## config.mk

```make
export PLATFORM = sky130hd
export DESIGN_NAME = gpio_bytewin
export DESIGN_NICKNAME = d
export VERILOG_FILES = /design/src/rtl/gpio_bw_pkg.sv /design/src/rtl/gpio_bw_sync.sv /design/src/rtl/gpio_bw_ctrl_byte.sv /design/src/rtl/gpio_bw_irq.sv /design/src/rtl/gpio_bytewin.sv
export SDC_FILE = /design/constraint.sdc
export NUM_CORES = 1
export LEC_CHECK = 0
export BUFFER_PORTS_ARGS = -buffer_cell sky130_fd_sc_hd__buf_2
export CAP_MARGIN = 40
export CELL_PAD_IN_SITES_DETAIL_PLACEMENT = 1
export CELL_PAD_IN_SITES_GLOBAL_PLACEMENT = 1
export CORE_ASPECT_RATIO = 1.75
export CORE_MARGIN = 4
export CORE_UTILIZATION = 40
export DETAILED_ROUTE_END_ITERATION = 12
export GPL_TIMING_DRIVEN = 0
export PLACE_DENSITY_LB_ADDON = 0.1
export SLEW_MARGIN = 20
export SYNTH_ARGS = -nofsm -noshare
export SYNTH_HDL_FRONTEND = slang
export SYNTH_SLANG_ARGS = --single-unit
```

## constraint.sdc

```tcl
create_clock -name clk -period 2.5 [get_ports clk]
set_clock_uncertainty 0.2 [all_clocks]
set_input_delay 0 -clock clk [delete_from_list [all_inputs] [get_ports clk]]
set_output_delay 0 -clock clk [all_outputs]
set_load 0.005 [all_outputs]
```

## src/rtl/gpio_bw_pkg.sv

```systemverilog
package gpio_bw_pkg;
  localparam int BIT_OUT = 0;
  localparam int BIT_IN  = 1;
  localparam int BIT_OE  = 2;

  // bus write merge: bit IN is never taken from the bus data
  function automatic logic [7:0] merge_write(input logic [7:0] old_b,
                                              input logic [7:0] wdat);
    logic [7:0] r;
    r = wdat;
    r[BIT_IN] = wdat[BIT_OE] ? wdat[BIT_OUT] : old_b[BIT_IN];
    return r;
  endfunction
endpackage

```

## src/rtl/gpio_bw_sync.sv

```systemverilog
module gpio_bw_sync #(
  parameter int W      = 36,
  parameter int STAGES = 2
) (
  input  logic         clk,
  input  logic         rst_n,
  input  logic [W-1:0] din,
  output logic [W-1:0] dout
);
  logic [W-1:0] stg_q [STAGES];

  always_ff @(posedge clk or negedge rst_n) begin
    if (!rst_n) begin
      for (int k = 0; k < STAGES; k++) stg_q[k] <= '0;
    end else begin
      stg_q[0] <= din;
      for (int k = 1; k < STAGES; k++) stg_q[k] <= stg_q[k-1];
    end
  end

  assign dout = stg_q[STAGES-1];
endmodule

```

## src/rtl/gpio_bw_ctrl_byte.sv

```systemverilog
module gpio_bw_ctrl_byte
  import gpio_bw_pkg::*;
#(
  parameter logic [7:0] RST_VAL = 8'h00
) (
  input  logic       clk,
  input  logic       rst_n,
  input  logic       wr_sel,
  input  logic [7:0] wr_data,
  input  logic       evt,
  input  logic       evt_val,
  output logic [7:0] ctrl_q,
  output logic       chg,
  output logic       conflict_q
);
  logic [7:0] ctrl_d;
  logic       conflict_d;

  always_comb begin
    ctrl_d = ctrl_q;
    if (wr_sel) ctrl_d = merge_write(ctrl_q, wr_data);
    chg = evt && (evt_val != ctrl_q[BIT_IN]);
    if (chg) ctrl_d[BIT_IN] = evt_val;
    conflict_d = chg && ctrl_q[BIT_OE];
  end

  always_ff @(posedge clk or negedge rst_n) begin
    if (!rst_n) begin
      ctrl_q     <= RST_VAL;
      conflict_q <= 1'b0;
    end else begin
      ctrl_q     <= ctrl_d;
      conflict_q <= conflict_d;
    end
  end

  p_keep_in_r3: assert property (@(posedge clk) disable iff (!rst_n)
    (wr_sel && !wr_data[BIT_OE] && !evt) |=> ctrl_q[BIT_IN] == $past(ctrl_q[BIT_IN]));

  p_loopback_r3: assert property (@(posedge clk) disable iff (!rst_n)
    (wr_sel && wr_data[BIT_OE] && !evt) |=> ctrl_q[BIT_IN] == $past(wr_data[BIT_OUT]));

  p_conflict_r5: assert property (@(posedge clk) disable iff (!rst_n)
    (evt && ctrl_q[BIT_OE] && (evt_val != ctrl_q[BIT_IN])) |=> (conflict_q && ctrl_q[BIT_IN] == $past(evt_val)));
endmodule

```

## src/rtl/gpio_bw_irq.sv

```systemverilog
module gpio_bw_irq #(
  parameter int NUM_IRQ   = 10,
  parameter int LVL_PIN   = 1,
  parameter int PULSE_PIN = 9
) (
  input  logic               clk,
  input  logic               rst_n,
  input  logic [NUM_IRQ-1:0] chg,
  input  logic [NUM_IRQ-1:0] val,
  output logic [NUM_IRQ-1:0] irq
);
  for (genvar i = 0; i < NUM_IRQ; i++) begin : g_line
    if (i == LVL_PIN || i == PULSE_PIN) begin : g_act
      logic irq_q, irq_d;
      always_comb begin
        irq_d = irq_q;
        if (chg[i]) irq_d = (i == LVL_PIN) ? !val[i] : val[i];
      end
      always_ff @(posedge clk or negedge rst_n) begin
        if (!rst_n) irq_q <= 1'b0;
        else        irq_q <= irq_d;
      end
      assign irq[i] = irq_q;
    end else begin : g_idle
      assign irq[i] = 1'b0;
    end
  end

  p_level_low_r6: assert property (@(posedge clk) disable iff (!rst_n)
    chg[LVL_PIN] |=> irq[LVL_PIN] == !$past(val[LVL_PIN]));

  p_follow_r7: assert property (@(posedge clk) disable iff (!rst_n)
    chg[PULSE_PIN] |=> irq[PULSE_PIN] == $past(val[PULSE_PIN]));

  p_quiet_r11: assert property (@(posedge clk) disable iff (!rst_n)
    (chg == '0) |=> $stable(irq));
endmodule

```

## src/rtl/gpio_bytewin.sv

```systemverilog
module gpio_bytewin
  import gpio_bw_pkg::*;
#(
  parameter int NUM_PINS    = 36,
  parameter int LVL_BYTES   = 8,
  parameter int WIN_BYTES   = 48,
  parameter int NUM_IRQ     = 10,
  parameter int LVL_PIN     = 1,
  parameter int PULSE_PIN   = 9,
  parameter int SYNC_STAGES = 2,
  localparam int ADDR_W     = $clog2(WIN_BYTES)
) (
  input  logic                clk,
  input  logic                rst_n,
  input  logic [ADDR_W-1:0]   bus_addr,
  input  logic                bus_we,
  input  logic [7:0]          bus_wdata,
  output logic [7:0]          bus_rdata,
  input  logic [NUM_PINS-1:0] pin_in,
  input  logic                nmi_req,
  output logic [NUM_IRQ-1:0]  irq_out,
  output logic                drive_conflict
);
  localparam int CTRL_END = LVL_BYTES + NUM_PINS;

  logic [NUM_PINS-1:0] pin_s, pin_prev_q, pin_edge;
  logic [NUM_PINS-1:0] evt, evt_val, chg, conf;
  logic [NUM_PINS-1:0] wr_sel;
  logic [7:0]          ctrl_arr [NUM_PINS];
  logic [ADDR_W-1:0]   ctrl_off;
  logic                in_ctrl;
  logic                nmi_prev_q, nmi_stb, nmi_pend_q;

  // input path
  gpio_bw_sync #(.W(NUM_PINS), .STAGES(SYNC_STAGES)) u_sync (
    .clk(clk), .rst_n(rst_n), .din(pin_in), .dout(pin_s)
  );

  // NMI strobe and pulse tail
  assign nmi_stb = nmi_req && !nmi_prev_q;

  always_ff @(posedge clk or negedge rst_n) begin
    if (!rst_n) begin
      pin_prev_q <= '0;
      nmi_prev_q <= 1'b0;
      nmi_pend_q <= 1'b0;
    end else begin
      pin_prev_q <= pin_s;
      nmi_prev_q <= nmi_req;
      nmi_pend_q <= nmi_stb;
    end
  end

  assign pin_edge = pin_s ^ pin_prev_q;

  // address decode
  assign in_ctrl  = (bus_addr >= ADDR_W'(LVL_BYTES)) && (bus_addr < ADDR_W'(CTRL_END));
  assign ctrl_off = bus_addr - ADDR_W'(LVL_BYTES);

  for (genvar i = 0; i < NUM_PINS; i++) begin : g_pin
    if (i == PULSE_PIN) begin : g_nmi
      assign evt[i]     = pin_edge[i] || nmi_stb || nmi_pend_q;
      assign evt_val[i] = nmi_stb ? 1'b1 : (nmi_pend_q ? 1'b0 : pin_s[i]);
    end else begin : g_plain
      assign evt[i]     = pin_edge[i];
      assign evt_val[i] = pin_s[i];
    end

    assign wr_sel[i] = bus_we && in_ctrl && (ctrl_off == ADDR_W'(i));

    gpio_bw_ctrl_byte #(
      .RST_VAL((i == LVL_PIN) ? 8'h02 : 8'h00)
    ) u_byte (
      .clk(clk), .rst_n(rst_n),
      .wr_sel(wr_sel[i]), .wr_data(bus_wdata),
      .evt(evt[i]), .evt_val(evt_val[i]),
      .ctrl_q(ctrl_arr[i]), .chg(chg[i]), .conflict_q(conf[i])
    );
  end

  // read mux: level bytes and unmapped tail read zero
  always_comb begin
    bus_rdata = 8'h00;
    for (int i = 0; i < NUM_PINS; i++) begin
      if (in_ctrl && ctrl_off == ADDR_W'(i)) bus_rdata = ctrl_arr[i];
    end
  end

  assign drive_conflict = |conf;

  gpio_bw_irq #(
    .NUM_IRQ(NUM_IRQ), .LVL_PIN(LVL_PIN), .PULSE_PIN(PULSE_PIN)
  ) u_irq (
    .clk(clk), .rst_n(rst_n),
    .chg(chg[NUM_IRQ-1:0]), .val(evt_val[NUM_IRQ-1:0]),
    .irq(irq_out)
  );

  p_nmi_rise_r8: assert property (@(posedge clk) disable iff (!rst_n)
    nmi_stb |=> (irq_out[PULSE_PIN] && ctrl_arr[PULSE_PIN][BIT_IN]));

  p_nmi_fall_r8: assert property (@(posedge clk) disable iff (!rst_n)
    (nmi_pend_q && !nmi_stb) |=> (!irq_out[PULSE_PIN] && !ctrl_arr[PULSE_PIN][BIT_IN]));

  p_other_lines_r9: assert property (@(posedge clk) disable iff (!rst_n)
    $countones(irq_out) == $countones({irq_out[LVL_PIN], irq_out[PULSE_PIN]}));

  p_zero_tail_r1: assert property (@(posedge clk) disable iff (!rst_n)
    !in_ctrl |-> bus_rdata == 8'h00);
endmodule

```

==> impl_metrics.json <==
{
  "status": "finished with violations",
  "violations": "hold timing, setup timing",
  "ant_nets": 0,
  "via_per_inst": 5.85,
  "slew_headroom_pct": 37.5,
  "grt_antenna_before_repair": 1,
  "mostFrequentLayoutCells": "434 x sky130_fd_sc_hd__dfrtp_1, 346 x sky130_fd_sc_hd__nand2_1, 166 x sky130_fd_sc_hd__mux2_2, 129 x sky130_fd_sc_hd__nor2_1, 104 x sky130_fd_sc_hd__o21ai_0",
  "timing.critical_path.arrival_ps": 2790,
  "clk_pin_slew_worst_paths_ps": 70,
  "synth_top_family_by_area": "simple AND/OR/NAND/NOR gates",
  "layout_commonest_cell": "sky130_fd_sc_hd__dfrtp_1",
  "placed_area_mm2": 0.0214,
  "synth_edf_count": 0,
  "yosysUniqueCellTypes": 79,
  "final_max_slew_viol_count": 0,
  "post_synth_inst_count": 1920,
  "die_width_um": 176,
  "crit_path_end_kind": "output pin",
  "layout-drive-gt1-share_pct": 26.5,
  "critical_path.startpoint_type": "flip-flop",
  "port_buffers": 55,
  "row_count": 107,
  "ctsRootBufferMaster": "sky130_fd_sc_hd__clkbuf_16",
  "detailroute.via_count": 16900,
  "timing.critical_path.fanout_max": 2,
  "initial_utilization_pct": 40.5,
  "final.period_utilization_pct": 120,
  "reg2reg_slack_ps": 1010,
  "place_hpwl_um": 60500,
  "worst_hold_path_type": "primary input to flip-flop",
  "drt_wl_total_um": 84500,
  "hold_viol": 1,
  "power_mw": 18.0,
  "setup_viol": 9,
  "flow.area_growth_from_synthesis_pct": 27.7,
  "worstRegToRegCells": 6,
  "yosysSeqAreaShare_pct": 55.1,
  "timing.setup.critical_path_class": "flip-flop to output pin",
  "critical_path_required_ps": 2300,
  "synthesis.area_mm2": 0.0198,
  "unrepaired_setup_endpoints_after_global_routing": "yes",
  "timing.rr.end": "g_pin[9].u_byte.conflict_q",
  "post_synth.cell_area_avg_um2": 10.3,
  "maxCapViolations": 0,
  "post_dr_wirelength_cell_um": 29.2,
  "cts_tree": "built",
  "timing_worst_slew_pin_value_ps": 936,
  "clock_insertion_delay_worst_skew_ps": 580,
  "grt_overall_usage_pct": 31.6,
  "tritoncts.num_buffers": 45,
  "final_critical_path_setup_slack_ps": -488,
  "grt_pass1_wl_um": 123000,
  "dieHeight_um": 302,
  "synth.area.mux_share_pct": 11.3,
  "yosys_warnings": 0,
  "gp_congestion": 0.942,
  "total_placed_cells_including_tap_cells": 2675,
  "detailedRoute.firstIterationViolations": 1110,
  "fmax_mhz": 335,
  "finalInstanceArea_mm2": 0.0253,
  "synth_fa_ha_area_share_pct": 0.0632,
  "instances_no_fill": 2891,
  "holdWs_ps": -40.5,
  "nets": 2254,
  "ys_dominant_reg_cell": "sky130_fd_sc_hd__dfrtp_1",
  "critPathCapture": "bus_rdata[0]",
  "pin_count_of_the_biggest_net_entering_global_routing": 95,
  "clk_path_buf_depth": 3,
  "ys_async_sr_fraction_pct": 100,
  "ys_ff_latch": 436,
  "cts-htree-levels": 2,
  "timing.critical_path.from": "g_pin[2].u_byte.ctrl_q[0]",
  "place_worst_setup_slack_ps": -1790,
  "postLayoutCoreUtil_pct": 51.7,
  "die_area_mm2": 0.0532,
  "worst_case_vdd_ir_drop_mv": 0.437,
  "vias_in_the_first_global_route": 18400,
  "post_layout_minimum_cycle_time_ps": 2990,
  "fp.coreArea_mm2": 0.0489,
  "yosys.area_share.simple_pct": 14.9,
  "pin_count": 73,
  "synth_xor_xnor_area_share_pct": 0.0443,
  "power.density_cell_area_mw_per_mm2": 711,
  "route.detailed.drc": 0,
  "grt_overflow_total": 0,
  "tritoncts_num_sinks": 436,
  "synth-compound-area-share_pct": 14.7,
  "drtPass1Iterations": 5,
  "reg2reg_from": "nmi_prev_q",
  "leakagePower_nw": 11.8
}
-- how the worst min path moves through the flow --
stage                      start                         end  slack, ps  depth (start not counted)
finish               bus_addr[4]  g_pin[34].u_byte.ctrl_q[2]        -40                          6
global route        bus_wdata[3]   g_pin[2].u_byte.ctrl_q[3]          9                          2
CTS                       bus_we  g_pin[29].u_byte.ctrl_q[2]          3                          5
detailed placement         rst_n              u_sync.dout[4]       -330                          1
global placement      pin_in[33]            u_sync.stg_q[69]        -90                          1
floorplan                  rst_n  g_pin[0].u_byte.conflict_q       -500                          0
-- sequential cells by signal (all words and copies together), names as in the netlist --
register and cells:
nmi_prev_q 1, u_sync.stg_q 36, u_sync.dout 36, g_pin.u_byte.ctrl_q 288
u_irq.g_line.g_act.irq_q 2, pin_prev_q 36, nmi_pend_q 1, g_pin.u_byte.conflict_q 36
-- layer usage --
layer,track usage (%),part of all wire [%],up-vias
met4,22.1,8.7,0
li1,-,-,7328
met1,34.3,35,8721
met3,5.08,5.0,292
met5,0,0,-
met2,55.9,51,583
-- what timing repair did --
| action | 4_1_cts | 5_1_grt |
|---|---|---|
| gates resized for setup | 221 | 52 |
| endpoints found under the hold margin | 428 | 0 |
| cloned | 1 | 0 |
| hold buffers | 80 | 0 |
| setup endpoints to repair | 178 | 11 |
| buffers inserted | 46 | 9 |
| pin swaps | 52 | 18 |
-- metrics by stage --
stage / hold slack [ps] / TNS (ps)
finish: -40.5 / -2590
floorplan: -496 / 0
detailed placement: -327 / -198800
CTS: 2.99 / -2980
global route: 9.36 / -2980
global placement: -92.6 / -3587400
-- synth_stat cells (4+ instances only) --
cell type,n,area (um^2)
sky130_fd_sc_hd__and2_1,42,263
sky130_fd_sc_hd__mux4_2,5,113
sky130_fd_sc_hd__nand2b_1,6,37.5
sky130_fd_sc_hd__a221oi_1,33,289
sky130_fd_sc_hd__mux2_2,166,1870
sky130_fd_sc_hd__nor2b_1,12,75.1
sky130_fd_sc_hd__a211oi_1,13,97.6
sky130_fd_sc_hd__o22ai_1,58,363
sky130_fd_sc_hd__o2111ai_1,4,35.0
sky130_fd_sc_hd__dfrtp_1,435,10900
sky130_fd_sc_hd__a21o_1,10,75.1
sky130_fd_sc_hd__a211oi_2,4,50.1
sky130_fd_sc_hd__buf_4,11,82.6
sky130_fd_sc_hd__or3_1,5,31.3
sky130_fd_sc_hd__a32oi_1,12,105
sky130_fd_sc_hd__nor3b_1,4,30.0
sky130_fd_sc_hd__a2111oi_0,4,35.0
sky130_fd_sc_hd__and3_1,9,56.3
sky130_fd_sc_hd__nand3_1,35,175
sky130_fd_sc_hd__a21oi_1,79,395
sky130_fd_sc_hd__o211ai_1,15,113
sky130_fd_sc_hd__nand4_1,7,43.8
sky130_fd_sc_hd__buf_1,12,45.0
sky130_fd_sc_hd__o21ai_0,120,601
sky130_fd_sc_hd__clkbuf_1,64,240
sky130_fd_sc_hd__buf_2,24,120
sky130_fd_sc_hd__nor2_1,143,537
sky130_fd_sc_hd__a22oi_1,15,113
sky130_fd_sc_hd__nor4_1,15,93.8
sky130_fd_sc_hd__a31oi_1,7,43.8
sky130_fd_sc_hd__nor3_1,18,90.1
sky130_fd_sc_hd__o221ai_1,5,43.8
sky130_fd_sc_hd__nand2_1,350,1310
sky130_fd_sc_hd__o21ai_1,7,35.0
sky130_fd_sc_hd__a22o_1,6,52.6
sky130_fd_sc_hd__mux2i_1,25,250
sky130_fd_sc_hd__inv_1,65,244
sky130_fd_sc_hd__o2bb2ai_1,8,70.1
-- cell type report --
cell class	instances	area (um^2)
clock buffers	65	1370
diodes	1	2.50
well taps	654	818
clock inverters	19	183
plain buffers	110	712
flip-flops and latches	436	10900
repair buffers	229	2090
multi-input cells	1312	8940
inverters	65	250
fillers	5312	23600
-- critical path: stages, from the launching register on --
cell	delay, ps
sky130_fd_sc_hd__dfrtp_1	380
sky130_fd_sc_hd__mux4_2	520
sky130_fd_sc_hd__o2bb2ai_4	170
sky130_fd_sc_hd__a32oi_4	280
sky130_fd_sc_hd__o21ai_4	130
sky130_fd_sc_hd__a221oi_4	410
sky130_fd_sc_hd__nand2_1	140
sky130_fd_sc_hd__buf_2	170
-- where the power goes --
| part | switching (mW) | internal [mW] |
|---|---|---|
| Clock | 3.04 | 4.13 |
| Combinational | 1.42 | 1.03 |
| Sequential | 0.595 | 7.76 |
| Total | 5.06 | 12.9 |
-- cell families (layout without fill, tap and decap cells) --
kind of cell,after synthesis,after routing
AND/OR/NAND/NOR,666,666
AO/OA/AOI/OAI,440,440
flip-flops,436,436
multiplexers,196,196
buffers and inverters,179,488
adder cells (fa/ha/maj),1,1
other,1,9
XOR/XNOR,1,1
Power figures use the tool's default switching activity.
